--- src/rtl/ir_pulse_capture.sv ---
module ir_pulse_capture #(
  parameter int DEPTH      = 8,
  parameter int DW         = 16,
  parameter int DIV_RST    = 1,
  parameter int MAXPER_RST = 'h5000
) (
  input  logic          clk,
  input  logic          rst_n,
  input  logic          rx_pin,
  input  logic          reg_wr,
  input  logic          reg_rd,
  input  logic [3:0]    reg_addr,
  input  logic [DW-1:0] reg_wdata,
  output logic [DW-1:0] reg_rdata,
  output logic          irq
);
  localparam int AW = (DEPTH > 1) ? $clog2(DEPTH) : 1;
  localparam int CW = $clog2(DEPTH + 1);
  localparam logic [DW-1:0] SAT  = {{(DW-1){1'b1}}, 1'b0};
  localparam logic [DW-1:0] TOUT = '1;
  localparam logic [3:0] A_CTRL = 4'd0, A_DIV = 4'd1, A_MAXP = 4'd2, A_IEN = 4'd3,
                         A_IST = 4'd4, A_ICLR = 4'd5, A_RXST = 4'd6, A_MARK = 4'd7,
                         A_PER = 4'd8;

  logic          en_q, inv_q;
  logic [DW-1:0] div_q, maxp_q;
  logic [3:0]    ien_q, ist_q;

  wire wr_ctrl = reg_wr && reg_addr == A_CTRL;
  wire wr_div  = reg_wr && reg_addr == A_DIV;

  always_ff @(posedge clk or negedge rst_n)
    if (!rst_n) begin
      en_q   <= 1'b0;
      inv_q  <= 1'b0;
      div_q  <= DW'(DIV_RST);
      maxp_q <= DW'(MAXPER_RST);
      ien_q  <= '0;
    end else if (reg_wr) begin
      case (reg_addr)
        A_CTRL: begin en_q <= reg_wdata[0]; inv_q <= reg_wdata[1]; end
        A_DIV:  div_q  <= reg_wdata;
        A_MAXP: maxp_q <= reg_wdata;
        A_IEN:  ien_q  <= reg_wdata[3:0];
        default: ;
      endcase
    end

  // sample tick
  logic [DW-1:0] tcnt;
  wire [DW-1:0] div_eff = (div_q == '0) ? DW'(1) : div_q;
  wire tick = en_q && (tcnt == div_eff - 1'b1);

  always_ff @(posedge clk or negedge rst_n)
    if (!rst_n)                 tcnt <= '0;
    else if (!en_q || wr_div || tick) tcnt <= '0;
    else                        tcnt <= tcnt + 1'b1;

  // measurement
  logic          prev_q, act_q, inm_q;
  logic [DW-1:0] mcnt, pcnt;
  wire lvl   = rx_pin ^ inv_q;
  wire start = tick && lvl && !prev_q;
  wire tmo   = tick && !start && act_q && (pcnt >= maxp_q);
  wire push  = (start && act_q) || tmo;
  wire [DW-1:0] push_per = tmo ? TOUT : pcnt;

  always_ff @(posedge clk or negedge rst_n)
    if (!rst_n) begin
      prev_q <= 1'b0; act_q <= 1'b0; inm_q <= 1'b0;
      mcnt   <= '0;   pcnt  <= '0;
    end else if (!en_q || wr_ctrl && !reg_wdata[0]) begin
      prev_q <= 1'b0; act_q <= 1'b0; inm_q <= 1'b0;
    end else if (tick) begin
      prev_q <= lvl;
      if (start) begin
        act_q <= 1'b1; inm_q <= 1'b1;
        mcnt  <= DW'(1); pcnt <= DW'(1);
      end else if (tmo) begin
        act_q <= 1'b0; inm_q <= 1'b0;
      end else if (act_q) begin
        if (pcnt != SAT) pcnt <= pcnt + 1'b1;
        if (inm_q && lvl) begin
          if (mcnt != SAT) mcnt <= mcnt + 1'b1;
        end else inm_q <= 1'b0;
      end
    end

  // capture fifo
  logic [DW-1:0] mem_m [DEPTH];
  logic [DW-1:0] mem_p [DEPTH];
  logic [AW-1:0] wp, rp;
  logic [CW-1:0] cnt;
  wire full  = cnt == CW'(DEPTH);
  wire pop   = reg_rd && reg_addr == A_PER && cnt != '0;
  wire wr_ok = push && !full;

  always_ff @(posedge clk) if (wr_ok) begin
    mem_m[wp] <= mcnt;
    mem_p[wp] <= push_per;
  end

  always_ff @(posedge clk or negedge rst_n)
    if (!rst_n) begin
      wp <= '0; rp <= '0; cnt <= '0;
    end else begin
      if (wr_ok) wp <= (wp == AW'(DEPTH-1)) ? '0 : wp + 1'b1;
      if (pop)   rp <= (rp == AW'(DEPTH-1)) ? '0 : rp + 1'b1;
      cnt <= cnt + CW'(wr_ok) - CW'(pop);
    end

  // status and interrupt
  wire [3:0] ev  = {wr_ok && cnt == CW'(DEPTH-1) && !pop, push && full, wr_ok && tmo, wr_ok};
  wire [3:0] clr = (reg_wr && reg_addr == A_ICLR) ? reg_wdata[3:0] : 4'h0;

  always_ff @(posedge clk or negedge rst_n)
    if (!rst_n) ist_q <= '0;
    else        ist_q <= (ist_q & ~clr) | ev;

  assign irq = |(ist_q & ien_q);

  always_comb begin
    reg_rdata = '0;
    case (reg_addr)
      A_CTRL: reg_rdata = DW'({inv_q, en_q});
      A_DIV:  reg_rdata = div_q;
      A_MAXP: reg_rdata = maxp_q;
      A_IEN:  reg_rdata = DW'(ien_q);
      A_IST:  reg_rdata = DW'(ist_q);
      A_RXST: reg_rdata = (DW'(cnt) << 8) | DW'({ist_q[2], 2'b00});
      A_MARK: reg_rdata = (cnt != '0) ? mem_m[rp] : '0;
      A_PER:  reg_rdata = (cnt != '0) ? mem_p[rp] : '0;
      default: ;
    endcase
  end

  AST_FIFO_BOUND: assert property (@(posedge clk) disable iff (!rst_n)
    cnt <= CW'(DEPTH));
  AST_FULL_DROP: assert property (@(posedge clk) disable iff (!rst_n)
    (push && full && !pop) |=> cnt == $past(cnt));
  AST_OVR_FLAG: assert property (@(posedge clk) disable iff (!rst_n)
    (push && full) |=> ist_q[2]);
  AST_NO_FALSE_CODE: assert property (@(posedge clk) disable iff (!rst_n)
    wr_ok |-> (mcnt != TOUT && (tmo || pcnt != TOUT)));
  AST_IDLE_QUIET: assert property (@(posedge clk) disable iff (!rst_n)
    !en_q |-> !push);
  AST_CLEAR_ALL: assert property (@(posedge clk) disable iff (!rst_n)
    (reg_wr && reg_addr == A_ICLR && reg_wdata[3:0] == 4'hF && !push) |=> ist_q == 4'h0);
endmodule

--- config.mk ---
export PLATFORM = sky130hd
export DESIGN_NAME = ir_pulse_capture
export DESIGN_NICKNAME = d
export VERILOG_FILES = /design/src/rtl/ir_pulse_capture.sv
export SDC_FILE = /design/constraint.sdc
export NUM_CORES = 1
export LEC_CHECK = 0
export ABC_CLOCK_PERIOD_IN_PS = 13000
export BUFFER_PORTS_ARGS = -buffer_cell sky130_fd_sc_hd__buf_2
export CAP_MARGIN = 20
export CELL_PAD_IN_SITES_DETAIL_PLACEMENT = 0
export CELL_PAD_IN_SITES_GLOBAL_PLACEMENT = 1
export CORE_UTILIZATION = 45
export CTS_BUF_LIST = sky130_fd_sc_hd__clkbuf_4 sky130_fd_sc_hd__clkbuf_8 sky130_fd_sc_hd__clkbuf_16
export DETAILED_ROUTE_END_ITERATION = 7
export GPL_ROUTABILITY_DRIVEN = 0
export GPL_TIMING_DRIVEN = 0
export PLACE_DENSITY = 0.7
export RECOVER_POWER = 100
export SETUP_SLACK_MARGIN = 0.02
export SYNTH_ARGS = -nofsm -noshare
export SYNTH_HDL_FRONTEND = slang
export SYNTH_SLANG_ARGS = --single-unit
--- constraint.sdc ---
create_clock -name clk -period 13 [get_ports clk]
set_input_delay 1.95 -clock clk [delete_from_list [all_inputs] [get_ports clk]]
set_output_delay 1.95 -clock clk [all_outputs]
set_load 0.02 [all_outputs]
==> results of run 1 <==
==> flip-flops by register name, indices dropped and copies added, names as in the netlist, 3 cells and up <==
register,count
pcnt,16
mem_p,128
wp,3
div_q,16
mem_m,128
ist_q,4
ien_q,4
mcnt,16
cnt,4
tcnt,16
maxp_q,16
rp,3
==> cell type report <==
type                       count  area, sq um  area share
sequential                   359        10300       0.547
multi-input combinational    671         5900       0.314
clock buffer                  55         1140      0.0607
tap                          468          586      0.0312
timing repair buffer          68          290      0.0155
buffer                        62          243      0.0129
clock inverter                17          174     0.00927
inverter                      44          165     0.00880
antenna                        1         2.50    0.000133
==> cells by family (layout without fill, tap and decap cells) <==
group | after synthesis | after routing | share of synthesized area
other | 0 | 1 | 0
AO/OA/AOI/OAI | 166 | 166 | 0.0687
adder cells (fa/ha/maj) | 34 | 34 | 0.0260
XOR/XNOR | 35 | 35 | 0.0184
buffers and inverters | 106 | 246 | 0.0255
flip-flops | 359 | 359 | 0.616
multiplexers | 167 | 167 | 0.153
AND/OR/NAND/NOR | 269 | 269 | 0.0923
==> power groups by stage <==
stage	Clock [mW]	Combinational, mW	Sequential [mW]
after floorplan	0	0.389	1.31
after global routing	1.18	0.580	1.31
after CTS	1.14	0.541	1.31
after global placement	0	0.530	1.33
after detailed placement	0	0.539	1.33
final	1.12	0.528	1.31
==> cells in the mapped netlist (5+ instances only) <==
cell | n | area [sq um]
nand2b_1 | 13 | 81.3
nand3_1 | 27 | 135
o21bai_1 | 21 | 158
mux2i_1 | 59 | 591
edfxtp_1 | 256 | 7690
a211oi_1 | 6 | 45.0
nand2_1 | 46 | 173
or4_1 | 14 | 105
or2b_1 | 6 | 45.0
and4_1 | 5 | 43.8
o31ai_1 | 11 | 82.6
clkbuf_1 | 37 | 139
nor3_1 | 16 | 80.1
nand4_1 | 17 | 106
xnor2_1 | 17 | 149
a31oi_1 | 6 | 37.5
o21ai_0 | 39 | 195
nor2b_1 | 6 | 37.5
mux4_2 | 65 | 1460
and3_1 | 9 | 56.3
dfrtp_1 | 100 | 2500
buf_1 | 18 | 67.6
xor2_1 | 18 | 158
a21o_1 | 5 | 37.5
and2_1 | 5 | 31.3
o22ai_1 | 16 | 100
ha_1 | 33 | 413
nor2_1 | 56 | 210
a21oi_1 | 26 | 130
or2_2 | 6 | 37.5
a222oi_1 | 8 | 80.1
inv_1 | 44 | 165
nor4_1 | 15 | 93.8
nand4b_1 | 5 | 43.8
mux2_2 | 42 | 473
==> metal layers <==
metal / track usage / vias to the layer above / routed length [um]
met2: 0.360 / 271 / 19900
met3: 0.0371 / 47 / 2340
met4: 0.0564 / 0 / 705
met5: 0 / - / 0
met1: 0.344 / 5289 / 20000
li1: - / 4656 / -
==> how the worst max path moves through the flow <==
stage	startpoint	endpoint	slack, ps	cells past startpoint
CTS	reg_addr[0]	reg_rdata[4]	6250	8
finish	div_q[8]	mem_p[4][9]	4080	16
global placement	div_q[8]	mem_p[0][8]	1570	13
global route	div_q[6]	mem_p[4][9]	3470	17
detailed placement	reg_addr[0]	reg_rdata[4]	6280	8
floorplan	div_q[7]	mem_m[0][0]	5880	14
==> metrics by stage <==
stage / setup slack, ps / utilization
6_report: 4080 / 0.514
5_1_grt: 3470 / 0.514
4_1_cts: 6250 / 0.525
3_5_place_dp: 6280 / 0.489
3_3_place_gp: 1570 / 0.478
2_1_floorplan: 5880 / -
==> critical path: stages (launching register included) <==
cell and delay [ps]:
dfrtp_1 520, or4_1 540, clkbuf_1 180, nor3_1 940
a21oi_1 150, ha_1 290, or3b_2 290, a21oi_1 90
a221o_2 400, a2111o_1 460, nor4_1 450, o2111ai_1 440
clkbuf_1 470, nor4b_1 1270, clkbuf_1 710, clkbuf_1 670
clkbuf_1 630
==> metrics, run 1 <==
crit path max fanout 11; largest net degree at the start of global routing 59; IO Count 42; Die Width 194 um; R2R setup slack 4080 ps; Syn-to-layout area delta 12.6%; WL/cell 24.6 um; failing checks capacitance limit, slew limit; number of global-route vias before repair 10400; Slew @ Worst Pin 3250 ps; Period minus WS final 8920 ps; Cell Area, Synth 16700 sq um; Post-Synthesis Net Count 1195; Critical Path RT 13170 ps; Syn Inst Count 1136; Hold Path Depth 2; switching share of power 0.277; clk_skew 31.9 ps; Setup violations, final 0; antenna violations before repair 2; unrepaired setup endpoints after global routing no; Worst slew margin -1.17; Syn. warnings 0; buffer depth of the longest clock path 3; H-tree depth 2; Initial Util 0.456; first-pass GRT wire length 65400 um; starting DRC count in detailed routing 656; grt total ovfl 0; worst hold start ist_q[0]; # hold bufs at CTS 0; clock latency at the later pin of the worst-skew pair 560 ps; # nets final 1304; post-synthesis register bit count 359; Avg Cell Area, Syn 14.7 sq um; sequential power share 0.443; number of synthesized flops with an enable pin 256; Worst setup EP type register; DR vias/cell 5.88; leak pwr 6.71 nW; First-pass DRT Iterations 7; clk sinks 359; worst-case reg-to-reg path depth 16; post-CTS setup buffers 0; fillers 3099; total of max-cap violations 6; post-DP HPWL 30700 um; PnR Total Power 2.95 mW; ys flop type edfxtp_1; path category of the worst min-delay check register to register; Final Hold Fails 0; post-placement cell count 1670; net load switching power 819 uW; drt drc 0; Worst R2R Start div_q[8]; worst reg2reg endpoint mem_p[4][9]; clock slew at reported path FFs 60 ps; Netlist cell types 74; sequential area share after synthesis 0.616; CTS Buf Count 39; post-route cell area 18800 sq um; Worst IR Drop VDD 117 uV; Clk pwr share 0.378; Max Freq 112 MHz; most frequent cells in the layout edfxtp_1 (256), dfrtp_1 (100), clkbuf_1 (88); TritonCTS clock tree done; Hold Path End ist_q[0]; fin crit share 0.686; Area after DPL 17900 sq um; die area 37800 sq um; Crit path arrival time 9090 ps; via count 10300; critical path launch point type register; commonest non-fill, non-tap cell in the layout edfxtp_1; Setup TNS 0 ps; share of cells above drive strength 1 0.171; ANT nets after route 0; core area 36500 sq um; cell row count 70; die height 194 um; P_int 2.13 mW; Async SR Flop Fraction 0.287; pwr dens 157 nW/um^2; Post-Route WL 42800 um; WHS 510 ps; Buffers on Ports 39; post-cts sizing count 0; status complete, but fails checks; max-slew violations 163; fin cells 1745; CP Class register to register; root buffer cell clkbuf_16; Comb power frac 0.179; total track usage 0.232
No activity file was read; power rests on OpenSTA's default activity.
==> run 2: changes to the inputs <==
--- a/config.mk
+++ b/config.mk
@@ -5,7 +5,8 @@
 export SDC_FILE = /design/constraint.sdc
 export NUM_CORES = 1
 export LEC_CHECK = 0
-export ABC_CLOCK_PERIOD_IN_PS = 13000
+export ABC_AREA = 1
+export ABC_CLOCK_PERIOD_IN_PS = 8350
 export BUFFER_PORTS_ARGS = -buffer_cell sky130_fd_sc_hd__buf_2
 export CAP_MARGIN = 20
 export CELL_PAD_IN_SITES_DETAIL_PLACEMENT = 0
@@ -15,7 +16,7 @@
 export DETAILED_ROUTE_END_ITERATION = 7
 export GPL_ROUTABILITY_DRIVEN = 0
 export GPL_TIMING_DRIVEN = 0
-export PLACE_DENSITY = 0.7
+export PLACE_DENSITY = 0.74
 export RECOVER_POWER = 100
 export SETUP_SLACK_MARGIN = 0.02
 export SYNTH_ARGS = -nofsm -noshare
==> constraint.sdc (replaced) <==
create_clock -name clk -period 8.35 [get_ports clk]
set_input_delay 1.2525 -clock clk [delete_from_list [all_inputs] [get_ports clk]]
set_output_delay 1.2525 -clock clk [all_outputs]
set_load 0.02 [all_outputs]
==> metrics, run 2 <==
status complete, but fails checks (unchanged); failing checks capacitance limit, slew limit (unchanged); post-route cell area 19500 sq um (was 18800 sq um); clk sinks 359 (unchanged); count leader, synth nand2_1 (was edfxtp_1); critical path launch point type register (unchanged); CTS Buf Count 39 (unchanged); post-DP HPWL 38600 um (was 30700 um); ANT cells 0 (was 1); starting DRC count in detailed routing 1060 (was 656); number of global-route vias before repair 13100 (was 10400); Post-Synthesis Net Count 1825 (was 1195); Cell Area, Synth 17300 sq um (was 16700 sq um); post-cts sizing count 0 (unchanged); critical path's slowest cell nor3_1 (was nor4b_1); ys flop type edfxtp_1 (unchanged); first-pass GRT wire length 79100 um (was 65400 um); Setup violations, final 0 (unchanged); crit-path leading delay family simple AND/OR/NAND/NOR gates (unchanged); Yosys top cell area share 0.443 (was 0.461); Worst slew margin -0.727 (was -1.17); clock slew at reported path FFs 60 ps (about the same); ANT nets after route 0 (unchanged); commonest non-fill, non-tap cell in the layout nand2_1 (was edfxtp_1); Netlist cell types 53 (was 74); Max Freq 156 MHz (was 112 MHz); Final Hold Fails 0 (unchanged); total of max-cap violations 7 (was 6); WP buf/inv 5 (unchanged); Critical Path RT 8550 ps (was 13170 ps); post-synth top area cell edfxtp_1 (unchanged); Worst setup EP type register (unchanged); PnR Total Power 5.25 mW (was 2.95 mW); most frequent cells after synthesis nand2_1 (296), nor2_1 (287), edfxtp_1 (256) (was edfxtp_1 (256), dfrtp_1 (100), mux4_2 (65)); Period minus WS final 6400 ps (was 8920 ps); fin crit share 0.766 (was 0.686); path category of the worst min-delay check register to register (unchanged); die area 39300 sq um (was 37800 sq um); Area after DPL 18500 sq um (was 17900 sq um); synth top area cells edfxtp_1 (44%), dfrtp_1 (14%), nand2_1 (6.4%), nor2_1 (6.2%), o21ai_0 (4.4%) (was edfxtp_1 (46%), dfrtp_1 (15%), mux4_2 (8.8%), mux2i_1 (3.5%), mux2_2 (2.8%)); Worst IR Drop VDD 211 uV (was 117 uV); post-synthesis register bit count 359 (unchanged); Initial Util 0.459 (was 0.456); Syn Inst Count 1766 (was 1136); cell repeated most along the worst path nand2_1 (was clkbuf_1); CP Class register to register (unchanged); TritonCTS clock tree done (unchanged); post-CTS setup buffers 0 (unchanged); Die Width 198 um (was 194 um); antenna violations before repair 0 (was 2); most frequent cells in the layout nand2_1 (299), nor2_1 (292), edfxtp_1 (256) (was edfxtp_1 (256), dfrtp_1 (100), clkbuf_1 (88)); sequential area share after synthesis 0.592 (was 0.616); Syn-to-layout area delta 12.6% (about the same); IO Count 42 (unchanged); pwr dens 269 nW/um^2 (was 157 nW/um^2); Buffers on Ports 41 (was 39); DR vias/cell 5.58 (was 5.88); drt drc 0 (unchanged); First-pass DRT Iterations 5 (was 7); biggest regs mem_m: 128 flops, mem_p: 128 flops (unchanged); # nets final 1928 (was 1304); core area 37800 sq um (was 36500 sq um); crit path max fanout 10 (was 11); grt total ovfl 0 (unchanged); share of cells above drive strength 1 0.0669 (was 0.171); Avg Cell Area, Syn 9.82 sq um (was 14.7 sq um); via count 13500 (was 10300); Syn. warnings 0 (unchanged); WL/cell 21.9 um (was 24.6 um); root buffer cell clkbuf_16 (unchanged); cell row count 71 (was 70); Worst path max stage delay 1040 ps (was 1270 ps); largest net degree at the start of global routing 45 (was 59); Crit path arrival time 6590 ps (was 9090 ps); total track usage 0.276 (was 0.232); buffer depth of the longest clock path 3 (unchanged); Post-Route WL 52800 um (was 42800 um); unrepaired setup endpoints after global routing no (unchanged); Slew @ Worst Pin 2590 ps (was 3250 ps); # hold bufs at CTS 0 (unchanged); clock latency at the later pin of the worst-skew pair 580 ps (was 560 ps); die height 198 um (was 194 um); number of synthesized flops with an enable pin 256 (unchanged); leak pwr 7.92 nW (was 6.71 nW); H-tree depth 2 (unchanged); clk_skew 25.7 ps (was 31.9 ps); max-slew violations 158 (was 163); Async SR Flop Fraction 0.287 (unchanged); WHS 485 ps (was 510 ps)
-- run 2: cell type report --
cell class | instances | area [sq um]
multi-input cells | 1156 | 6010
clock buffers | 48 | 1060
plain buffers | 64 | 243
flip-flops and latches | 359 | 10300
well taps | 511 | 639
inverters | 187 | 702
clock inverters | 22 | 282
repair buffers | 62 | 309
fillers | 3492 | 18200
-- run 2: final timing paths --
path / start / to / slack (ps) / cells past startpoint
worst max register to register: div_q[9] / mem_p[2][5] / 1950 / 28
worst max-delay path: div_q[9] / mem_p[2][5] / 1950 / 28
worst min-delay path: maxp_q[4] / maxp_q[4] / 490 / 2
max in group asynchronous: rst_n / cnt[1] / 2860 / 3
worst min register to register: maxp_q[4] / maxp_q[4] / 490 / 2
min in group asynchronous: rst_n / tcnt[5] / 970 / 1
-- run 2: metal layers --
layer,global-route usage,up-vias,wire length [um]
met2,0.475,459,26100
li1,-,6341,-
met3,0.0472,94,3390
met4,0.0962,0,1630
met5,0,-,0
met1,0.351,6556,21700
-- run 2: cells by family (layout without fill, tap and decap cells) --
group,Yosys count,count (layout),synth area share
AO/OA/AOI/OAI,284,284,0.103
XOR/XNOR,25,25,0.0126
adder cells (fa/ha/maj),34,34,0.0250
buffers and inverters,251,383,0.0552
flip-flops,359,359,0.592
multiplexers,13,13,0.00758
AND/OR/NAND/NOR,800,800,0.205
-- run 2: metrics by stage --
| stage | setup TNS (ps) | worst slack (ps) | util | std cells |
|---|---|---|---|---|
| 3_5_place_dp | 0 | 3200 | 0.491 | 2339 |
| 6_report | 0 | 1950 | 0.517 | 2409 |
| 3_3_place_gp | -7770 | -162 | 0.482 | 2318 |
| 5_1_grt | 0 | 1480 | 0.517 | 2409 |
| 2_1_floorplan | 0 | 2960 | - | 1766 |
| 4_1_cts | 0 | 3160 | 0.526 | 2409 |
-- run 2: worst min-delay path, cell delays in order, from the launching register on --
cell and delay, ps:
dfrtp_1 340, nand2_1 50, o21ai_0 60
-- run 2: power by group --
group	total (mW)	internal [mW]	switching, mW
Combinational	1.41	0.397	1.01
Sequential	2.04	1.95	0.0815
Clock	1.81	1.07	0.737
